==> src/rtl/rxq_pkg.sv <==
package rxq_pkg;
  typedef struct packed {
    logic       brk;
    logic       ferr;
    logic       perr;
    logic [7:0] data;
  } rxq_entry_t;

  localparam int CTL_EN    = 0;
  localparam int CTL_RXCLR = 1;
  localparam int CTL_TXCLR = 2;
  localparam int CTL_DMA   = 3;

  function automatic int unsigned trig_level(input logic [1:0] code);
    case (code)
      2'b00:   return 1;
      2'b01:   return 4;
      2'b10:   return 8;
      default: return 14;
    endcase
  endfunction
endpackage

==> src/rtl/rxq_store.sv <==
module rxq_store
  import rxq_pkg::*;
#(
  parameter int DEPTH = 16,
  localparam int AW = $clog2(DEPTH)
) (
  input  logic             clk,
  input  logic             we,
  input  logic [AW-1:0]    waddr,
  input  rxq_entry_t       wdata,
  input  logic [AW-1:0]    raddr,
  output rxq_entry_t       rdata
);
  rxq_entry_t mem [DEPTH];

  always_ff @(posedge clk) begin
    if (we) mem[waddr] <= wdata;
  end

  assign rdata = mem[raddr];
endmodule

==> src/rtl/rxq_ctl.sv <==
module rxq_ctl
  import rxq_pkg::*;
(
  input  logic       clk,
  input  logic       rst,
  input  logic       ctl_wr,
  input  logic [7:0] ctl_data,
  output logic       en,
  output logic       dma,
  output logic [1:0] trig,
  output logic       rx_flush,
  output logic       tx_flush
);
  logic mode_change;
  logic unused_bits;

  assign unused_bits = ^ctl_data[5:4];
  assign mode_change = ctl_wr && (ctl_data[CTL_EN] != en);
  assign rx_flush    = (ctl_wr && ctl_data[CTL_RXCLR]) || mode_change;

  always_ff @(posedge clk) begin
    if (rst) begin
      en       <= 1'b0;
      dma      <= 1'b0;
      trig     <= 2'b00;
      tx_flush <= 1'b0;
    end else begin
      tx_flush <= (ctl_wr && ctl_data[CTL_TXCLR]) || mode_change;
      if (ctl_wr) begin
        en   <= ctl_data[CTL_EN];
        dma  <= ctl_data[CTL_DMA];
        trig <= ctl_data[7:6];
      end
    end
  end

  p_mode_hold_r5: assert property (@(posedge clk) disable iff (rst)
    !ctl_wr |=> ($stable(en) && $stable(dma) && $stable(trig)));
  p_tx_single_r5: assert property (@(posedge clk) disable iff (rst)
    !ctl_wr |=> !tx_flush);
endmodule

==> src/rtl/rxq_timer.sv <==
module rxq_timer #(
  parameter int LIMIT = 64,
  localparam int TW = $clog2(LIMIT + 1)
) (
  input  logic clk,
  input  logic rst,
  input  logic clr,
  input  logic run,
  input  logic tick,
  output logic hit
);
  logic [TW-1:0] tmr;

  assign hit = (tmr == TW'(LIMIT));

  always_ff @(posedge clk) begin
    if (rst || clr || !run) tmr <= '0;
    else if (tick && !hit)  tmr <= tmr + 1'b1;
  end

  p_hit_needs_run_r7: assert property (@(posedge clk) disable iff (rst)
    hit |-> run);
  p_no_tick_hold_r7: assert property (@(posedge clk) disable iff (rst)
    (!tick && !clr && run) |=> $stable(tmr));
endmodule

==> src/rtl/uart_rx_queue.sv <==
module uart_rx_queue
  import rxq_pkg::*;
#(
  parameter int DEPTH      = 16,
  parameter int CHAR_TICKS = 160,
  localparam int AW    = $clog2(DEPTH),
  localparam int CW    = $clog2(DEPTH + 1),
  localparam int LIMIT = 4 * CHAR_TICKS
) (
  input  logic          clk,
  input  logic          rst,
  input  logic          wr_en,
  input  logic [7:0]    wr_char,
  input  logic          wr_perr,
  input  logic          wr_ferr,
  input  logic          wr_brk,
  input  logic          rd_en,
  input  logic          stat_rd,
  input  logic          ctl_wr,
  input  logic [7:0]    ctl_data,
  input  logic          tick16,
  output logic [7:0]    rd_char,
  output logic [7:0]    status,
  output logic [CW-1:0] level,
  output logic          rda_req,
  output logic          cto_req,
  output logic          tx_flush,
  output logic          dma_sel
);
  logic          en, rx_flush;
  logic [1:0]    trig;
  logic [AW-1:0] wp, rp;
  logic [CW-1:0] cnt, err_cnt, cap, thr;
  logic          full, empty, push, pop, drop, ovr, dr;
  logic          in_err, head_err;
  rxq_entry_t    wentry, head;

  rxq_ctl u_ctl (
    .clk(clk), .rst(rst), .ctl_wr(ctl_wr), .ctl_data(ctl_data),
    .en(en), .dma(dma_sel), .trig(trig),
    .rx_flush(rx_flush), .tx_flush(tx_flush)
  );

  assign cap   = en ? CW'(DEPTH) : CW'(1);
  assign thr   = en ? CW'(trig_level(trig)) : CW'(1);
  assign empty = (cnt == '0);
  assign full  = (cnt == cap);
  assign pop   = rd_en && !empty && !rx_flush;
  assign push  = wr_en && (!full || pop) && !rx_flush;
  assign drop  = wr_en && !push && !rx_flush;

  assign wentry   = '{brk: wr_brk, ferr: wr_ferr, perr: wr_perr, data: wr_char};
  assign in_err   = wr_brk || wr_ferr || wr_perr;
  assign head_err = head.brk || head.ferr || head.perr;

  rxq_store #(.DEPTH(DEPTH)) u_store (
    .clk(clk), .we(push), .waddr(wp), .wdata(wentry),
    .raddr(rp), .rdata(head)
  );

  function automatic logic [AW-1:0] nxt(input logic [AW-1:0] p);
    return (p == AW'(DEPTH - 1)) ? '0 : p + 1'b1;
  endfunction

  always_ff @(posedge clk) begin
    if (rst || rx_flush) begin
      wp      <= '0;
      rp      <= '0;
      cnt     <= '0;
      err_cnt <= '0;
    end else begin
      if (push) wp <= nxt(wp);
      if (pop)  rp <= nxt(rp);
      cnt     <= cnt + CW'(push) - CW'(pop);
      err_cnt <= err_cnt + CW'(push && in_err) - CW'(pop && head_err);
    end
  end

  always_ff @(posedge clk) begin
    if (rst)          ovr <= 1'b0;
    else if (drop)    ovr <= 1'b1;
    else if (stat_rd) ovr <= 1'b0;
  end

  rxq_timer #(.LIMIT(LIMIT)) u_timer (
    .clk(clk), .rst(rst), .clr(rx_flush || wr_en || rd_en),
    .run(en && !empty), .tick(tick16), .hit(cto_req)
  );

  assign dr      = !empty;
  assign level   = cnt;
  assign rd_char = head.data;
  assign rda_req = (cnt >= thr);
  assign status  = {err_cnt != '0, 2'b00, head.brk & dr, head.ferr & dr,
                    head.perr & dr, ovr, dr};

  p_level_cap_r3: assert property (@(posedge clk) disable iff (rst)
    cnt <= cap);
  p_ovr_set_r3: assert property (@(posedge clk) disable iff (rst)
    (wr_en && full && !rd_en && !rx_flush) |=> (ovr && $stable(cnt)));
  p_rda_nonempty_r4: assert property (@(posedge clk) disable iff (rst)
    rda_req |-> dr);
  p_flush_empty_r5: assert property (@(posedge clk) disable iff (rst)
    rx_flush |=> (cnt == '0 && err_cnt == '0));
  p_err_bound_r6: assert property (@(posedge clk) disable iff (rst)
    err_cnt <= cnt);
  p_cto_nonempty_r7: assert property (@(posedge clk) disable iff (rst)
    cto_req |-> dr);
  p_single_slot_r8: assert property (@(posedge clk) disable iff (rst)
    !en |-> (cnt <= CW'(1) && !cto_req));
  p_full_swap_r10: assert property (@(posedge clk) disable iff (rst)
    (wr_en && rd_en && full && !rx_flush) |=> (cnt == $past(cnt)));
endmodule

==> config.mk <==
export PLATFORM = sky130hd
export DESIGN_NAME = uart_rx_queue
export DESIGN_NICKNAME = d
export VERILOG_FILES = /design/src/rtl/rxq_pkg.sv /design/src/rtl/rxq_store.sv /design/src/rtl/rxq_ctl.sv /design/src/rtl/rxq_timer.sv /design/src/rtl/uart_rx_queue.sv
export SDC_FILE = /design/constraint.sdc
export NUM_CORES = 1
export LEC_CHECK = 0
export BUFFER_PORTS_ARGS = -buffer_cell sky130_fd_sc_hd__buf_2
export CAP_MARGIN = 15
export CORE_MARGIN = 2
export CORE_UTILIZATION = 57
export CTS_CLUSTER_SIZE = 40
export DETAILED_ROUTE_END_ITERATION = 10
export PLACE_DENSITY_LB_ADDON = 0.08
export SYNTH_ARGS = -nofsm -noshare
export SYNTH_HDL_FRONTEND = slang
export SYNTH_SLANG_ARGS = --single-unit
export TNS_END_PERCENT = 100
==> constraint.sdc <==
create_clock -name clk -period 5.65 [get_ports clk]
set_clock_uncertainty 0.15 [all_clocks]
set_input_delay 0.2825 -clock clk [delete_from_list [all_inputs] [get_ports clk]]
set_output_delay 0.2825 -clock clk [all_outputs]
set_load 0.02 [all_outputs]
-- After elaboration in Yosys (flattened, before gate mapping)
Memories as Yosys holds them, arrays and structs flattened. A register that Yosys moved wholly into a read port is not among the register bits.
Index checks and enable logic that the tools add are counted.
W data, S select, Z words.
- bits in writable memories: 176
- word-level logic and storage cells: 75
- memories kept: 1
- flip-flop bits (word level): 34
- input port bits: 26
- output and inout bits: 25
- memories (name ; words ; width ; read ports ; clocked after Yosys merged registers in ; wr ports ; line ; source):
    u_store.mem ; 16 ; 11 ; 1 ; 1 ; 1 ; rxq_store.sv:14 ; rxq_entry_t mem [DEPTH];
- bitwise operators: 3
- order comparisons: 1
- multiplexer cells: 11
- reduce and logical (&&, ||, !) cells: 35
- $add $sub $neg: 7
- eq/ne operators: 7
- operators by type and width (kind ; count):
    $mux W4 ; 4
    $logic_and A1 B1 Y1 ; 13
    $logic_or A1 B1 Y1 ; 12
    $pmux W4 S3 ; 1
    $add A10 B1 Y10 const B ; 1
    $add A5 B1 Y5 ; 2
    $eq A10 B10 Y1 const B ; 1
    $mux W5 ; 2
    $sub A5 B1 Y5 ; 2
    $add A4 B1 Y4 const B ; 2
    $eq A4 B4 Y1 const B ; 2
    $logic_not A1 Y1 ; 6
    $eq A5 B5 Y1 ; 1
    $ge A5 B5 Y1 ; 1
    $logic_not A5 Y1 ; 1
    $reduce_bool A5 Y1 ; 1
    $mux W1 ; 4
    $and A1 B1 Y1 ; 3
    $eq A2 B1 Y1 const B ; 1
    $eq A2 B2 Y1 const B ; 1
    $logic_not A2 Y1 ; 1
    $reduce_bool A2 Y1 ; 1
    $ne A1 B1 Y1 ; 1

-- Depth between registers and ports, before layout
- depth after elaboration: 12
- mapped depth: 18
- mapped depth without buffers: 16

-- Cells and area by module
Synthesis repeated with hierarchy kept, for this count alone.
- cell total of the unflattened synthesis: 521
- area, all modules: 8826.0 sq um
- by module, submodules not included (module ; times used ; area an instance (sq um) ; cells each ; sequential area each (sq um)):
    rxq_store ; 1 ; 6819.0 ; 294 ; 5285.1
    uart_rx_queue ; 1 ; 1275.0 ; 146 ; 380.4
    rxq_timer ; 1 ; 539.3 ; 63 ; 200.2
    rxq_ctl ; 1 ; 192.7 ; 18 ; 100.1

-- Worst setup path after synthesis
No wires, ideal clock.
- path kind: flip-flop to flip-flop
- start: register with a tool-made name
- end: register err_cnt[4]
- cell stages (with the launch flop): 17
- data arrival time: 3166 ps
- slack: 2265 ps
- library setup time: 70 ps
- cells stage by stage: dfxtp_1 clkbuf_1 clkbuf_1 mux4_2 a22oi_1 nand3_1 o31a_1 ha_1 inv_1 ha_1 inv_1 fa_1 inv_1 a21oi_1 nor2_1 or3_1 a21oi_1
- RTL lines (element ; line ; source):
    end signal, assigned ; uart_rx_queue.sv:75 ; err_cnt <= err_cnt + CW'(push && in_err) - CW'(pop && head_err);
    end, declared ; uart_rx_queue.sv:33 ; logic [CW-1:0] cnt, err_cnt, cap, thr;

==> impl_results.md <==
* Fillers at slightly above 1000
* Initial DRC Count at ~480
* CTS Buf Count at 22
* Post-Synth Adder-Cell Area at 0.0367
* Min-delay worst type: in -> reg
* Port bufs at 46
* Mapped Area at 8920 um^2
* Critical Path End: err_cnt[4]
* Synth top area share at 0.592
* Placement Rows at 45
* Critical Path AT at between 4 and 5 ns
* Clk slew on worst S/H paths at about 0.060 ns
* Fin Setup TNS at 0 ns
* WL final at 17000 um
* Initial Util at 0.585
* Area Overhead vs Synth at 13.2%
* NumNets Final at just over 600
* PnR worst setup slack at 1.80 ns
* Critical-path top delay cell: mux4_2
* Sink Count at 214
* Post-synthesis simple-gate area fraction at 0.0726
* Average size of a mapped cell at between 15 and 20 um^2
* Critical Path RT at between 5 and 6 ns
* Antenna diodes at 0
* PwrDens at approximately 380 nW/um^2
* DR pass1 iterations at 4
* Cell mode on critical path: inv_1
* CP cell instances: buf_4 -> mux4_2 -> a22oi_1 -> nand3_1 -> o31a_1 -> ha_1 -> inv_1 -> ha_1 -> inv_1 -> fa_1 -> inv_1 -> a21oi_1 -> nor2_1 -> or3_1 -> a21oi_1
* Final period utilization at 0.681
* Maximum clock insertion buffer count at 3
* Compound-Gate Fraction of Synth Area at 0.0229
* Top post-synthesis cells by area: edfxtp_1 (59%), mux4_2 (13%), dfxtp_1 (8.5%)
* Final GP Congestion at 0.782
* Ports at 51
* Status: finished, final reports clean
* Cells after Synth at between 500 and 600
* Critical path peak fanout at 16
* Setup Viol. Count Final at 0
* Post-CTS Resized at 0
* Via count at around 4600
* Post-route DRC at 0
* Largest net degree at the start of global routing at 26
* Vias in the first global route at ~4700
* Post CTS Setup Buffer Count at 0
* Critical path type: reg -> reg
* Place WS at ~1.8 ns
* Routed length per instance at between 20 and 25 um
* Final ANT Viol Nets at 0
* Pins Over Slew Limit at 0
* Post-synth EDFFs at approximately 180
* DP HPWL at slightly above 10000 um
* Worst flop-to-flop path endpoint: err_cnt[4]
* Crit start category: flop
* Final hold vios at 0
* Total Routing Usage GR at 0.214
* Core region area at about 15000 um^2
* CTS H-tree lvls at 1
* DP Area at slightly above 9000 um^2
* Final Core Density at 0.662
* RSZ-0062 raised after global routing: false
* Root Buffer: clkbuf_16
* Tmin final at about 3.8 ns
* Die W at around 130 um
* FF-to-FF setup slack at around 1.8 ns
* Yosys warns at 0
* Layout cells sized above 1 at 0.257
* FF-to-FF path depth at 15
* Distinct cells, synth at 49
* Top_reg_cell synth: edfxtp_1
* CP top delay family: compound AO/OA/AOI/OAI gates
* Seq/Total Area, Yosys at 0.678
* Leak at 0.00341 uW
* Levels on crit path at 15
* Worst Hold Slack at 0.00923 ns
* Die area at 16700 um^2
* Crit end category: flop
* Clk_lat worst skew at ~0.51 ns
* Vias per cell at between 5 and 6
* CP bufs+invs at 4
* Achievable Freq at around 260 MHz
* Largest family of logic cells by synthesized area: multiplexers
* Synth Register Bits at around 210
* Max-cap viol count at 0
* Max transition margin at 0.318
* First-pass GRT wire length at roughly 27000 um
* Leading area contributor after synthesis: edfxtp_1
* Xor/xnor share of the synthesized area at 0.0195
* Max incr delay on CP at between 0.5 and 0.6 ns
* Slew @ Worst Pin at 1.02 ns
* Register area at about 6000 um^2
* Maximum vdd drop at roughly 0.0003 V
* Post-route cell area at 10100 um^2
* Area of the multi-input gates at 2640 um^2
* CTS tree: done
* Post-synthesis mux area share at 0.143
* Initial antenna violation count at 0
* Total grt overflow at 0
* Die height at 129 um
* Asr flop ratio synth at 0
## per-layer routing
layer  GRT usage  wire (um)  vias up
met3      0.0285        954       29
li1            -          -     2094
met1       0.297       7230     2326
met2       0.363       8410      115
met5           0          0        -
met4      0.0607        380        0
## worst min-delay path by stage
| stage | startpoint | end | cells past startpoint |
|---|---|---|---|
| 2_1_floorplan | rst | ovr | 1 |
| 3_3_place_gp | u_ctl.dma | u_ctl.dma | 2 |
| 3_5_place_dp | u_ctl.dma | u_ctl.dma | 2 |
| 4_1_cts | wr_char[7] | u_store.mem[10][7] | 1 |
| 5_1_grt | wr_char[2] | u_store.mem[1][2] | 1 |
| 6_report | wr_char[4] | u_store.mem[11][4] | 1 |
## per-stage QoR
stage	total power, uW	cells
floorplan	2320	512
global placement	2460	748
detailed placement	2490	748
CTS	3860	799
global route	3980	799
finish	3820	799
## cells by family after synthesis
family          count (synthesis)
other cells                     1
buf+inv                        50
mux                            61
compound gates                 30
fa+ha+maj                      25
flops                         214
simple gates                  111
xor+xnor                       19
## Yosys cell counts (3+ instances only)
master / n
buf_2: 4
mux2i_1: 8
nor3_1: 3
edfxtp_1: 176
nand4_1: 4
xnor2_1: 10
nor2_4: 10
buf_4: 5
mux4_2: 53
inv_1: 24
buf_6: 3
nor2_1: 34
o21ai_0: 5
and3_1: 16
a31oi_1: 3
xor2_1: 8
ha_1: 23
nand2_1: 13
a21oi_1: 9
nor2b_1: 7
and2_1: 3
nand3_1: 9
dfxtp_1: 38
clkbuf_1: 11
## sequential cells by signal, summed over array words and instances (netlist names), 2 cells and up, named ones only
register and flops:
err_cnt 5, level 5, rp 4, u_ctl.trig 2, u_store.mem 176, u_timer.tmr 10, wp 4
## timing repair
| item | CTS | global route |
|---|---|---|
| hold buffers | 11 | 0 |
| endpoints found under the hold margin | 22 | 0 |
| setup endpoints to repair | 0 | 0 |
## final cells by class
cell class                      count  share of cell area
Multi-Input combinational cell    248               0.262
Clock buffer                       30              0.0606
Inverter                           25             0.00929
Clock inverter                     10             0.00694
Timing Repair Buffer               61              0.0367
Tap cell                          211              0.0261
Sequential cell                   214               0.599
## report_power, final
group	switching (uW)	total (uW)	leakage, uW	internal (uW)
Clock	572	1370	0.000329	801
Sequential	45.2	1790	0.00190	1750
Combinational	363	656	0.00119	293
Total	980	3820	0.00341	2840
## placed cells by master (no fill, tap or decap), types with 2 or more instances in the layout
cell type / n
nor2_4: 10
nand2_1: 13
ha_1: 23
clkinv_1: 6
a21o_1: 2
nor3_1: 2
dfxtp_1: 36
and3_1: 16
clkbuf_16: 23
nand2b_1: 2
edfxtp_1: 176
nand3_1: 9
nand4_1: 4
buf_4: 4
xor2_1: 8
mux4_2: 53
a31oi_1: 3
or3_1: 2
inv_1: 24
xnor2_1: 10
o21ai_0: 5
nor2_1: 34
and2_1: 3
clkinv_2: 2
buf_2: 46
a41oi_1: 2
fa_1: 2
clkbuf_1: 6
dfxtp_2: 2
dlygate4sd3_1: 11
a22oi_1: 2
nor2b_1: 6
conb_1: 2
nor3b_1: 2
a21oi_1: 9
mux2i_1: 8
(Power assumes the default switching activity.)
